==> config.mk <==
export PLATFORM = sky130hd
export DESIGN_NAME = fpcc_eval
export DESIGN_NICKNAME = d
export VERILOG_FILES = /design/src/rtl/fpcc_pkg.sv /design/src/rtl/fpcc_relate.sv /design/src/rtl/fpcc_select.sv /design/src/rtl/fpcc_sticky.sv /design/src/rtl/fpcc_eval.sv
export SDC_FILE = /design/constraint.sdc
export NUM_CORES = 1
export LEC_CHECK = 0
export BUFFER_PORTS_ARGS = -buffer_cell sky130_fd_sc_hd__buf_2
export CORE_MARGIN = 4
export CORE_UTILIZATION = 30
export DETAILED_ROUTE_END_ITERATION = 8
export PLACE_DENSITY = 0.64
export SYNTH_ARGS = -nofsm -noshare
export SYNTH_HDL_FRONTEND = slang
export SYNTH_SLANG_ARGS = --single-unit
export TNS_END_PERCENT = 30
==> constraint.sdc <==
create_clock -name clk -period 2.35 [get_ports clk]
set_input_delay 0.235 -clock clk [delete_from_list [all_inputs] [get_ports clk]]
set_output_delay 0.235 -clock clk [all_outputs]
set_load 0.03 [all_outputs]
==> src/rtl/fpcc_pkg.sv <==
// Package: shared select codes and classification helpers for the
// floating-point predicate evaluator.
// Assumes: 5-bit select code; codes above CODE_LAST are unused.
package fpcc_pkg;

    localparam int CODE_W    = 5;
    localparam int EXC_W     = 5;
    localparam int CODE_LAST = 20;

    // Exception status bit positions inside exc_i.
    localparam int EXC_DZ    = 0;
    localparam int EXC_UNF   = 1;
    localparam int EXC_OVF   = 2;
    localparam int EXC_OPER  = 3;
    localparam int EXC_SNAN  = 4;

    typedef enum logic [CODE_W-1:0] {
        P_EQ   = 5'd0,
        P_ERR  = 5'd1,
        P_GE   = 5'd2,
        P_GL   = 5'd3,
        P_GLE  = 5'd4,
        P_GT   = 5'd5,
        P_INF  = 5'd6,
        P_LE   = 5'd7,
        P_LT   = 5'd8,
        P_MI   = 5'd9,
        P_NE   = 5'd10,
        P_NGE  = 5'd11,
        P_NGL  = 5'd12,
        P_NGLE = 5'd13,
        P_NGT  = 5'd14,
        P_NINF = 5'd15,
        P_NLE  = 5'd16,
        P_NLT  = 5'd17,
        P_OR   = 5'd18,
        P_PL   = 5'd19,
        P_UN   = 5'd20
    } pred_code_e;

    // Result flags of the last floating-point operation.
    typedef struct packed {
        logic neg;
        logic zero;
        logic inf;
        logic nan;
    } fp_flags_t;

    // True for relational codes that do not tolerate unordered operands.
    function automatic logic code_is_unaware(input logic [CODE_W-1:0] c);
        case (c)
            P_GE, P_GL, P_GLE, P_GT, P_LE, P_LT,
            P_NGE, P_NGL, P_NGLE, P_NGT, P_NLE, P_NLT: code_is_unaware = 1'b1;
            default:                                   code_is_unaware = 1'b0;
        endcase
    endfunction

endpackage

==> src/rtl/fpcc_relate.sv <==
// Module: fpcc_relate
// Forms the ordered relational base terms from the result flags.
// Assumes: flags are stable for the cycle; purely combinational.
module fpcc_relate
    import fpcc_pkg::*;
(
    input  fp_flags_t flags_i,
    output logic      gt_o,
    output logic      ge_o,
    output logic      lt_o,
    output logic      le_o,
    output logic      gl_o,
    output logic      ord_o
);
    // Derive each relational base term; NaN forces every one false.
    always_comb begin
        ord_o = ~flags_i.nan;
        gt_o  = ~(flags_i.nan | flags_i.zero | flags_i.neg);
        ge_o  = ~(flags_i.nan | (flags_i.neg & ~flags_i.zero));
        lt_o  = ~(flags_i.nan | flags_i.zero | ~flags_i.neg);
        le_o  = ~(flags_i.nan | ~(flags_i.neg | flags_i.zero));
        gl_o  = ~(flags_i.nan | flags_i.zero);
    end

    // with NaN set no ordered relation may hold.
    always_comb begin
        if (flags_i.nan)
            a_r3_nan_kills_relations: assert (!(gt_o | ge_o | lt_o | le_o | gl_o));
    end
endmodule

==> src/rtl/fpcc_select.sv <==
// Module: fpcc_select
// Picks the predicate named by the select code from the base terms.
// Assumes: base terms from fpcc_relate; err_held is the pre-update
// unordered sticky value; unused codes yield false.
module fpcc_select
    import fpcc_pkg::*;
(
    input  logic [CODE_W-1:0] sel_i,
    input  fp_flags_t         flags_i,
    input  logic [EXC_W-1:0]  exc_i,
    input  logic              unord_held_i,
    input  logic              gt_i,
    input  logic              ge_i,
    input  logic              lt_i,
    input  logic              le_i,
    input  logic              gl_i,
    input  logic              ord_i,
    output logic              cond_o
);
    logic err_any;

    // Error predicate: any exception bit, or a previously held unordered test.
    always_comb begin
        err_any = (|exc_i) | unord_held_i;
    end

    // Multiplex the selected predicate; complements invert their base term.
    always_comb begin
        case (sel_i)
            P_EQ:    cond_o = flags_i.zero;
            P_NE:    cond_o = ~flags_i.zero;
            P_MI:    cond_o = flags_i.neg;
            P_PL:    cond_o = ~flags_i.neg;
            P_INF:   cond_o = flags_i.inf;
            P_NINF:  cond_o = ~flags_i.inf;
            P_OR:    cond_o = ord_i;
            P_UN:    cond_o = ~ord_i;
            P_GLE:   cond_o = ord_i;
            P_NGLE:  cond_o = ~ord_i;
            P_GT:    cond_o = gt_i;
            P_NGT:   cond_o = ~gt_i;
            P_GE:    cond_o = ge_i;
            P_NGE:   cond_o = ~ge_i;
            P_LT:    cond_o = lt_i;
            P_NLT:   cond_o = ~lt_i;
            P_LE:    cond_o = le_i;
            P_NLE:   cond_o = ~le_i;
            P_GL:    cond_o = gl_i;
            P_NGL:   cond_o = ~gl_i;
            P_ERR:   cond_o = err_any;
            default: cond_o = 1'b0;
        endcase
    end

    // unused select codes never report true.
    always_comb begin
        if (sel_i > CODE_W'(CODE_LAST))
            a_r8_unused_false: assert (!cond_o);
    end
endmodule

==> src/rtl/fpcc_sticky.sv <==
// Module: fpcc_sticky
// Holds the sticky unordered-test and invalid-operation flags.
// Assumes: synchronous active-low reset; clear has priority over set.
module fpcc_sticky (
    input  logic clk,
    input  logic rst_n,
    input  logic clr_i,
    input  logic set_i,
    output logic unord_q,
    output logic inval_q
);
    // Set-only update of both sticky flags, cleared by reset or clear.
    always_ff @(posedge clk) begin
        if (!rst_n || clr_i) begin
            unord_q <= 1'b0;
            inval_q <= 1'b0;
        end else if (set_i) begin
            unord_q <= 1'b1;
            inval_q <= 1'b1;
        end
    end

    // a setting request raises both flags on the next edge.
    a_r6_set_raises: assert property (@(posedge clk) disable iff (!rst_n)
        (set_i && !clr_i) |=> (unord_q && inval_q));

    // without a clear, a raised flag stays raised.
    a_r9_set_only: assert property (@(posedge clk) disable iff (!rst_n)
        (unord_q && !clr_i) |=> unord_q);

    // clear wins and empties both flags.
    a_r9_clear_wins: assert property (@(posedge clk) disable iff (!rst_n)
        clr_i |=> (!unord_q && !inval_q));
endmodule

==> src/rtl/fpcc_eval.sv <==
// Module: fpcc_eval (top)
// Evaluates a selected floating-point predicate against the result flags
// and maintains the sticky unordered-test / invalid-operation flags.
// Assumes: select and flags valid when eval_i is high; cond_o is
// combinational and independent of eval_i.
module fpcc_eval
    import fpcc_pkg::*;
(
    input  logic              clk,
    input  logic              rst_n,
    input  logic              clr_i,
    input  logic              eval_i,
    input  logic [CODE_W-1:0] sel_i,
    input  logic              res_n_i,
    input  logic              res_z_i,
    input  logic              res_inf_i,
    input  logic              res_nan_i,
    input  logic [EXC_W-1:0]  exc_i,
    output logic              cond_o,
    output logic              unord_o,
    output logic              inval_o
);
    fp_flags_t flags;
    logic gt, ge, lt, le, gl, ord;
    logic set_req;

    // Gather the result flags into one record.
    always_comb begin
        flags.neg  = res_n_i;
        flags.zero = res_z_i;
        flags.inf  = res_inf_i;
        flags.nan  = res_nan_i;
    end

    // Request sticky update: unaware predicate tested on unordered operands.
    always_comb begin
        set_req = eval_i & res_nan_i & code_is_unaware(sel_i);
    end

    fpcc_relate u_relate (
        .flags_i (flags),
        .gt_o    (gt),
        .ge_o    (ge),
        .lt_o    (lt),
        .le_o    (le),
        .gl_o    (gl),
        .ord_o   (ord)
    );

    fpcc_select u_select (
        .sel_i        (sel_i),
        .flags_i      (flags),
        .exc_i        (exc_i),
        .unord_held_i (unord_o),
        .gt_i         (gt),
        .ge_i         (ge),
        .lt_i         (lt),
        .le_i         (le),
        .gl_i         (gl),
        .ord_i        (ord),
        .cond_o       (cond_o)
    );

    fpcc_sticky u_sticky (
        .clk     (clk),
        .rst_n   (rst_n),
        .clr_i   (clr_i),
        .set_i   (set_req),
        .unord_q (unord_o),
        .inval_q (inval_o)
    );

    // evaluation without a setting request leaves the flags as they were.
    a_r7_no_spurious_set: assert property (@(posedge clk) disable iff (!rst_n)
        (!unord_o && !(eval_i && res_nan_i && code_is_unaware(sel_i))) |=> !unord_o);

    // any exception bit makes the error predicate true.
    a_r5_err_on_exc: assert property (@(posedge clk) disable iff (!rst_n)
        (sel_i == P_ERR && exc_i != '0) |-> cond_o);
endmodule

==> flow_metrics.tcl, run 1 <==
set metrics [dict create \
    status "finished, final reports clean" \
    ctsResizeCount 0 \
    yosys_warnings 0 \
    start_util_pct 31.6 \
    netlist_area_um2 470 \
    synth-compound-area-share_pct 35.9 \
    tns_ns 0 \
    wl_um 1280 \
    drive_gt1_share_pct 28.9 \
    critPathArrivalTime_ns 1.60 \
    io_buffers 20 \
    top_regs "u_sticky.inval_q (1)" \
    worst-slew-pin-transition_ns 0.327 \
    crit_top_cell "buf_2" \
    hold_class "input pin to flop" \
    num_vias 572 \
    muxShareOfSynthArea_pct 2.39 \
    viasPerCell 5.78 \
    required_ns 2.12 \
    syn_area_per_cell_um2 6.92 \
    wl_per_cell_um 12.9 \
    ios 21 \
    setup_viol 0 \
    dp_slack_ns 0.520 \
    slew_headroom_pct 77.7 \
    synth.top_cell.area_share_pct 16.0 \
    cts_hold_buffers 0 \
    ir_drop_v 0.0000750 \
    ys.flop_type "dfxtp_1" \
    fp.dieW_um 47.6 \
    drcViolationCount 0 \
    synthAdderAreaFrac_pct 16.0 \
    synthCells 68 \
    firstDrtPassIters 4 \
    synth-edff-count 0 \
    clk_pin_slew_ns 0 \
    yosys.area_share.simple_pct 26.6 \
    maxCapViolCount 0 \
    synth_cell_types 33 \
    grt_overflow_total 0 \
    grt_start_max_net_pins 14 \
    area_delta_synth_final_pct 19.9 \
    core_area_um2 1490 \
    synth-seq-area-share_pct 4.26 \
    min_period_ns 1.83 \
    synth-seq-cells 1 \
    p_leak_nw 0.250 \
    rows 14 \
    crit_family "compound AO/OA/AOI/OAI gates" \
    timing.final.ws_setup_ns 0.516 \
    syn_nets 92 \
    rsz0062_at_grt "no" \
    critical_path.cell_chain "buf_2 > inv_1 > ha_1 > nand2_1 > a2bb2oi_1 > nor3_1 > a311oi_2 > nand4_1 > buf_2" \
    nFillCells 163 \
    synth_xor_area_share_pct 3.72 \
    die-area_um2 2270 \
    antenna_left 0 \
    synthTopCellsByArea "ha_1, o21ai_0, inv_1" \
    critical_path_buf_inv_count 3 \
    nets 109 \
    die_y_um 47.6 \
    min_period_over_period_pct 78.1 \
    synth_top_family_by_area "compound AO/OA/AOI/OAI gates" \
    antenna_found_initial 0 \
    largest_reg_flops 1 \
    dp_hpwl_um 1020 \
    worstSkewPairLatency_ns 0 \
    ys_top_cells_by_count "inv_1, ha_1, o21ai_0, nand2_1, nor2_1" \
    start_kind "input pin" \
    hold_violations 0 \
    crit_type "input pin to output port" \
    slowest_delay_ns 0.28 \
    cp_max_fo 6 \
    yosysMostFrequentCell "inv_1" \
    grt_pass1_wl_um 1990 \
    crit_slowest_cell "ha_1" \
    track_usage_pct 11.4 \
    fin_skew_ns 0 \
    async_reset_ff_share_pct 0 \
    globalplace.congestion 0.906 \
    setup.worst_path.end_class "output port" \
    drt_iter0_markers 10 \
    top_register "u_sticky.inval_q" \
    fmax_mhz 545 \
    yosysTopAreaCell "ha_1" \
    grt_pass1_vias 479 \
    final_max_slew_viol_count 0 \
    p_per_area_nw_per_um2 185 \
    diodes 0 \
    cts_setup_buffers 0 \
]
## path summary, 6_finish.rpt
| check | from | endpoint | slack (ns) | cells past startpoint |
|---|---|---|---|---|
| worst max-delay path | sel_i[0] | cond_o | 0.52 | 9 |
| worst min-delay path | clr_i | u_sticky.inval_q | 0.40 | 2 |
| worst max register to register | u_sticky.inval_q | u_sticky.inval_q | 1.70 | 2 |
| worst min register to register | u_sticky.inval_q | u_sticky.inval_q | 0.57 | 2 |
## cell usage in the layout, fill, tap and decap left out, types with 2 or more instances in the layout
cell type and instances:
a21oi_1 3, a2bb2oi_1 2, a31oi_1 2, buf_2 20
ha_1 6, inv_1 7, nand2_1 4, nand2b_1 3
nand3_1 2, nand4_1 2, nor2_1 4, nor2b_1 2
nor3b_1 2, o21ai_0 6, o22ai_1 2
## routing by layer
metal,vias to the layer above,GRT usage [%],routed length (um)
met5,-,0,0
met4,0,0,0
met3,0,0.752,72
met2,14,20.6,652
met1,276,15.6,557
li1,282,-,-
## stage by stage
step,hold WS (ns),cells,utilization (%),cell area [um2],power [mW]
finish,0.396,99,37.9,564,0.105
global route,0.408,99,37.9,564,0.113
CTS,0.399,99,37.9,564,0.104
detailed placement,0.399,99,37.9,564,0.104
global placement,0.398,99,37.9,564,0.103
floorplan,0.311,68,-,470,0.0739
## cell type report
type / count / area (um2) / share of cell area (%)
inverters: 7 / 26.3 / 4.66
well taps: 16 / 20.0 / 3.55
repair buffers: 20 / 100 / 17.7
multi-input cells: 55 / 398 / 70.5
flip-flops and latches: 1 / 20.0 / 3.55
## logic make-up after synthesis
group                      Yosys count
muxes                                1
xor gates and xnor gates             2
adders and majority gates            6
and+or+nand+nor                     22
AOI/OAI and AO/OA                   24
buffers and inverters               12
DFF                                  1
## power breakdown
part / internal [mW] / switching [mW] / leakage (nW) / total (mW)
combinational: 0.0358 / 0.0507 / 0.242 / 0.0865
sequential: 0.0177 / 0.000372 / 0.00809 / 0.0181
clock: 0 / 0 / 0 / 0
total: 0.0535 / 0.0511 / 0.250 / 0.105
No activity file was read; power rests on OpenSTA's default activity.
==> run 2: changes to the inputs <==
Settings changed: ABC_AREA set to 1, PLACE_DENSITY 0.64 to 0.62.
Clock period 2.35 ns to 1.7 ns, I/O delays scaled along.
==> run 2 against run 1 <==
Critical path type unchanged; setup slack worse by 0.34 ns; global-route usage down 0.31 points; sequential power up 39%; largest power group unchanged; sequential share of layout area down 0.63 points; die area up 19%; register-to-register slack worse by 0.57 ns; cell area up 22%; area after synthesis up 23%.
==> flow_metrics.tcl, run 2 <==
set metrics [dict create \
    async_reset_ff_share_pct 0 \
    synth-seq-cells 1 \
    ys.flop_type "dfxtp_1" \
    dp_slack_ns 0.124 \
    num_vias 738 \
    wl_per_cell_um 8.98 \
    netlist_area_um2 579 \
    tns_ns 0 \
    globalplace.congestion 0.944 \
    ios 21 \
    p_leak_nw 0.412 \
    min_period_ns 1.52 \
    power_frac_comb_pct 83.2 \
    sw_frac_of_total_pct 54.0 \
    die-area_um2 2700 \
    antenna_found_initial 0 \
    grt_start_max_net_pins 10 \
    antenna_left 0 \
    critPathArrivalTime_ns 1.35 \
    crit_top_cell "nor2_1" \
    viasPerCell 4.47 \
    synth.top_cell.area_share_pct 32.4 \
    largest_reg_flops 1 \
    ir_drop_v 0.0000773 \
    top_regs "u_sticky.inval_q (1)" \
    hold_class "input pin to flop" \
    core_area_um2 1780 \
    final_max_slew_viol_count 0 \
    fp.dieW_um 51.9 \
    cts_hold_buffers 0 \
    diodes 0 \
    crit_slowest_cell "ha_1" \
    dp_hpwl_um 1320 \
    slowest_delay_ns 0.21 \
    cp_max_fo 4 \
    final_common_cell "nand2_1" \
    rsz0062_at_grt "no" \
    fmax_mhz 657 \
    io_buffers 20 \
    clk_pin_slew_ns 0 \
    fin_area_um2 686 \
    p_per_area_nw_per_um2 218 \
    slew_headroom_pct 79.4 \
    yosys_warnings 0 \
    critical_path.cell_chain "buf_2 > inv_1 > ha_1 > inv_1 > nor2_2 > nand2_1 > nor2_1 > nor2_1 > nand2_1 > nor2_1 > nand3_1 > buf_2" \
    start_kind "input pin" \
    rows 15 \
    yosysMostFrequentCell "nand2_1" \
    min_period_over_period_pct 89.5 \
    nFillCells 214 \
    placed_area_um2 681 \
    status "finished, final reports clean" \
    ys_top_cells_by_count "nand2_1, nor2_1, inv_1, nand3_1, ha_1" \
    worstSkewPairLatency_ns 0 \
    drcViolationCount 0 \
    seqPwrFrac_pct 16.8 \
    track_usage_pct 11.1 \
    final_cell_mix "nand2_1, nor2_1, buf_2, inv_1, nand3_1" \
    clkPwrFrac_pct 0 \
    hold_violations 0 \
    drive_gt1_share_pct 20.7 \
    firstDrtPassIters 4 \
    syn_nets 147 \
    synth-edff-count 0 \
    required_ns 1.53 \
    switchingPower_mw 0.0807 \
    synthCells 123 \
    start_util_pct 32.5 \
    synthTopCellsByArea "nand2_1, nor2_1, ha_1" \
    timing.final.ws_setup_ns 0.179 \
    die_y_um 51.9 \
    synth-seq-area-share_pct 3.46 \
    setup.worst_path.end_class "output port" \
    fin_skew_ns 0 \
    power_mw 0.149 \
    maxCapViolCount 0 \
    setup_viol 0 \
    wl_um 1480 \
    p_int_mw 0.0688 \
    crit_type "input pin to output port" \
    grt_overflow_total 0 \
    synth_cell_types 16 \
    grt_pass1_vias 586 \
    grt_pass1_wl_um 2430 \
    nets 166 \
    drt_iter0_markers 29 \
    worst-slew-pin-transition_ns 0.308 \
    syn_area_per_cell_um2 4.71 \
    yosysTopAreaCell "nand2_1" \
    area_delta_synth_final_pct 18.4 \
    top_register "u_sticky.inval_q" \
]
==> run 2: cell families (layout without fill, tap and decap cells) <==
kind of cell	Yosys count	after routing	synth area share, %
AND/OR/NAND/NOR	89	89	60.9
buffers and inverters	21	38	16.8
adder cells (fa/ha/maj)	6	6	13.0
AO/OA/AOI/OAI	6	6	5.83
flip-flops	1	1	3.46
==> run 2: worst max-delay path, delay by kind of cell <==
kind,cells,cell delay (ns)
buffers and inverters,4,0.46
adders and majority gates,1,0.21
and+or+nand+nor,7,0.51
==> run 2: what timing repair did <==
item                       CTS  global route
setup buffers                0             0
gates resized for setup      0             2
setup endpoints to repair    0             1
==> run 2: power by group through the flow <==
stage / logic [mW] / registers (mW) / clock network (mW)
2_1_floorplan: 0.0814 / 0.0263 / 0
3_3_place_gp: 0.122 / 0.0251 / 0
3_5_place_dp: 0.124 / 0.0251 / 0
4_1_cts: 0.124 / 0.0251 / 0
5_1_grt: 0.142 / 0.0252 / 0
6_report: 0.124 / 0.0251 / 0
==> run 2: metrics by stage <==
step	utilization, %	hold WS (ns)	cells
6_report	38.5	0.402	165
5_1_grt	38.5	0.455	165
4_1_cts	38.2	0.404	165
3_5_place_dp	38.2	0.402	165
3_3_place_gp	38.2	0.398	165
2_1_floorplan	-	0.296	123
==> run 2: final cells by class <==
| class | instances | area, um2 | area share, % |
|---|---|---|---|
| inverters | 18 | 67.6 | 9.85 |
| flip-flops and latches | 1 | 20.0 | 2.92 |
| repair buffers | 20 | 100 | 14.6 |
| well taps | 25 | 31.3 | 4.56 |
| multi-input cells | 101 | 467 | 68.1 |
==> run 2: worst paths after layout <==
kind / end / startpoint / slack (ns) / cells past startpoint
worst max-delay path: cond_o / sel_i[0] / 0.18 / 12
worst min register to register: u_sticky.inval_q / u_sticky.inval_q / 0.49 / 2
worst min-delay path: u_sticky.inval_q / rst_n / 0.40 / 3
worst max register to register: u_sticky.inval_q / u_sticky.inval_q / 1.13 / 2
==> run 2: metal layers <==
metal	wire length (um)	vias up	GRT usage, %	share of wire [%]
met4	15	0	1.31	1.0
met5	0	-	0	0
met2	668	29	18.2	45
met1	694	308	16.4	47
li1	-	399	-	-
met3	102	2	0	6.9
==> run 3: changes to the inputs <==
Settings changed: SYNTH_HIERARCHICAL set to 1.
==> run 3 against run 2 <==
Via count fell by 3.0%; total power rose by 5.7%; cell area rose by 0.18%; core utilization rose by 0.48 points; cell count did not move; wire length fell by 8.2%; sequential share of layout area barely moved; critical path type unchanged; largest cell class unchanged.
==> flow_metrics.tcl, run 3 <==
set metrics [dict create \
    yosys_warnings 6 \
    rsz0062_at_grt "no" \
    required_ns 1.53 \
    area_delta_synth_final_pct 20.4 \
    synth-seq-area-share_pct 3.51 \
    placed_area_um2 687 \
    setup_viol 0 \
    p_per_area_nw_per_um2 230 \
    critPathArrivalTime_ns 1.26 \
    top_register "u_sticky/inval_q" \
    drive_gt1_share_pct 27.1 \
    wl_per_cell_um 8.24 \
    worst-slew-pin-transition_ns 0.281 \
    setup.worst_path.end_class "output port" \
    cts_setup_buffers 0 \
    dp_hpwl_um 1190 \
    nFillCells 228 \
    start_kind "input pin" \
    grt_pass1_vias 645 \
    ctsResizeCount 0 \
    fin_skew_ns 0 \
    crit_type "input pin to output port" \
    hold_class "input pin to flop" \
    p_leak_nw 0.419 \
    drcViolationCount 0 \
    ir_drop_v 0.000162 \
    tns_ns 0 \
    synth-seq-cells 1 \
    num_vias 716 \
    die_y_um 51.6 \
    nets 162 \
    final_cell_mix "nand2_1, buf_2, inv_1, nor2_1, nand3_1" \
    dp_slack_ns 0.299 \
    grt_overflow_total 0 \
    firstDrtPassIters 4 \
    fmax_mhz 698 \
    final_common_cell "nand2_1" \
    start_util_pct 32.3 \
    min_period_ns 1.43 \
    min_period_over_period_pct 84.3 \
    core_area_um2 1760 \
    cp_max_fo 6 \
    synthCells 122 \
    die-area_um2 2660 \
    io_buffers 20 \
    fin_area_um2 687 \
    synth_cell_types 19 \
    fp.dieW_um 51.6 \
    synth.top_cell.area_share_pct 27.0 \
    ys.flop_type "dfxtp_1" \
    syn_nets 142 \
    timing.final.ws_setup_ns 0.268 \
    largest_reg_flops 1 \
    yosysTopAreaCell "nand2_1" \
    netlist_area_um2 571 \
    maxCapViolCount 0 \
    wl_um 1360 \
    slew_headroom_pct 81.2 \
    cts_hold_buffers 0 \
    hold_violations 0 \
    final_util_pct 38.9 \
    grt_start_max_net_pins 11 \
    diodes 0 \
    synth-edff-count 0 \
    final_max_slew_viol_count 0 \
    power_mw 0.158 \
    ios 21 \
    globalplace.congestion 0.895 \
    status "finished, final reports clean" \
    ys_top_cells_by_count "nand2_1, inv_1, nor2_1, nand3_1, inv_2" \
    grt_pass1_wl_um 2420 \
    worstSkewPairLatency_ns 0 \
    rows 15 \
    drt_iter0_markers 12 \
    antenna_found_initial 0 \
    async_reset_ff_share_pct 0 \
    yosysMostFrequentCell "nand2_1" \
    clk_pin_slew_ns 0 \
    viasPerCell 4.34 \
    track_usage_pct 10.9 \
    top_regs "u_sticky/inval_q (1)" \
    syn_area_per_cell_um2 4.68 \
    antenna_left 0 \
    synthTopCellsByArea "nand2_1, inv_1, nand3_1" \
]
==> run 3: cell types whose count changed in the layout (fill, tap and decap cells not counted), moves of 2 or more <==
cell / change
nand4_1: +5
nand2_1: -9
inv_1: +5
ha_1: -4
nand3_1: +4
nand2_2: +2
nor2_1: -9
inv_2: +5
==> run 3: area by class of cell <==
class | count | area [um2] | share of cell area [%]
Tap cell | 25 | 31.3 | 4.55
Inverter | 28 | 105 | 15.3
Timing Repair Buffer | 20 | 100 | 14.6
Multi-Input combinational cell | 91 | 430 | 62.7
Sequential cell | 1 | 20.0 | 2.91
==> run 3: metrics by stage <==
stage | hold slack [ns] | std cells
floorplan | 0.290 | 122
global placement | 0.393 | 165
detailed placement | 0.408 | 165
CTS | 0.408 | 165
global route | 0.432 | 165
finish | 0.400 | 165
==> run 3: kinds of logic after synthesis <==
group | share of synthesized area [%]
AO/OA/AOI/OAI | 5.48
adder cells (fa/ha/maj) | 4.39
buffers and inverters | 21.1
AND/OR/NAND/NOR | 65.6
flip-flops | 3.51
==> run 3: critical path, stage by stage <==
cell	delay, ns
buf_2	0.14
nor2_2	0.24
nand2_1	0.11
o21ai_0	0.18
nand2_1	0.07
nand2_1	0.06
nor2_1	0.04
nand3_1	0.06
buf_2	0.19
==> run 3: worst paths after layout <==
| path | start | to | slack, ns | depth (start not counted) |
|---|---|---|---|---|
| max | sel_i[3] | cond_o | 0.27 | 9 |
| min | rst_n | u_sticky/inval_q | 0.40 | 3 |
| max reg2reg | u_sticky/inval_q | u_sticky/inval_q | 1.13 | 2 |
| min reg2reg | u_sticky/inval_q | u_sticky/inval_q | 0.51 | 2 |
==> run 3: report_power, final <==
part	leakage, nW	internal [mW]	switching, mW
logic	0.411	0.0471	0.0858
registers	0.00810	0.0246	0.000487
clock network	0	0	0
total	0.419	0.0716	0.0863
==> run 3: layer usage <==
| metal | global-route usage, % | part of all wire (%) | wire length, um |
|---|---|---|---|
| met5 | 0 | 0 | 0 |
| met4 | 0 | 0 | 0 |
| met3 | 0 | 4.6 | 62 |
| met2 | 20.6 | 48 | 654 |
| met1 | 14.6 | 47 | 643 |
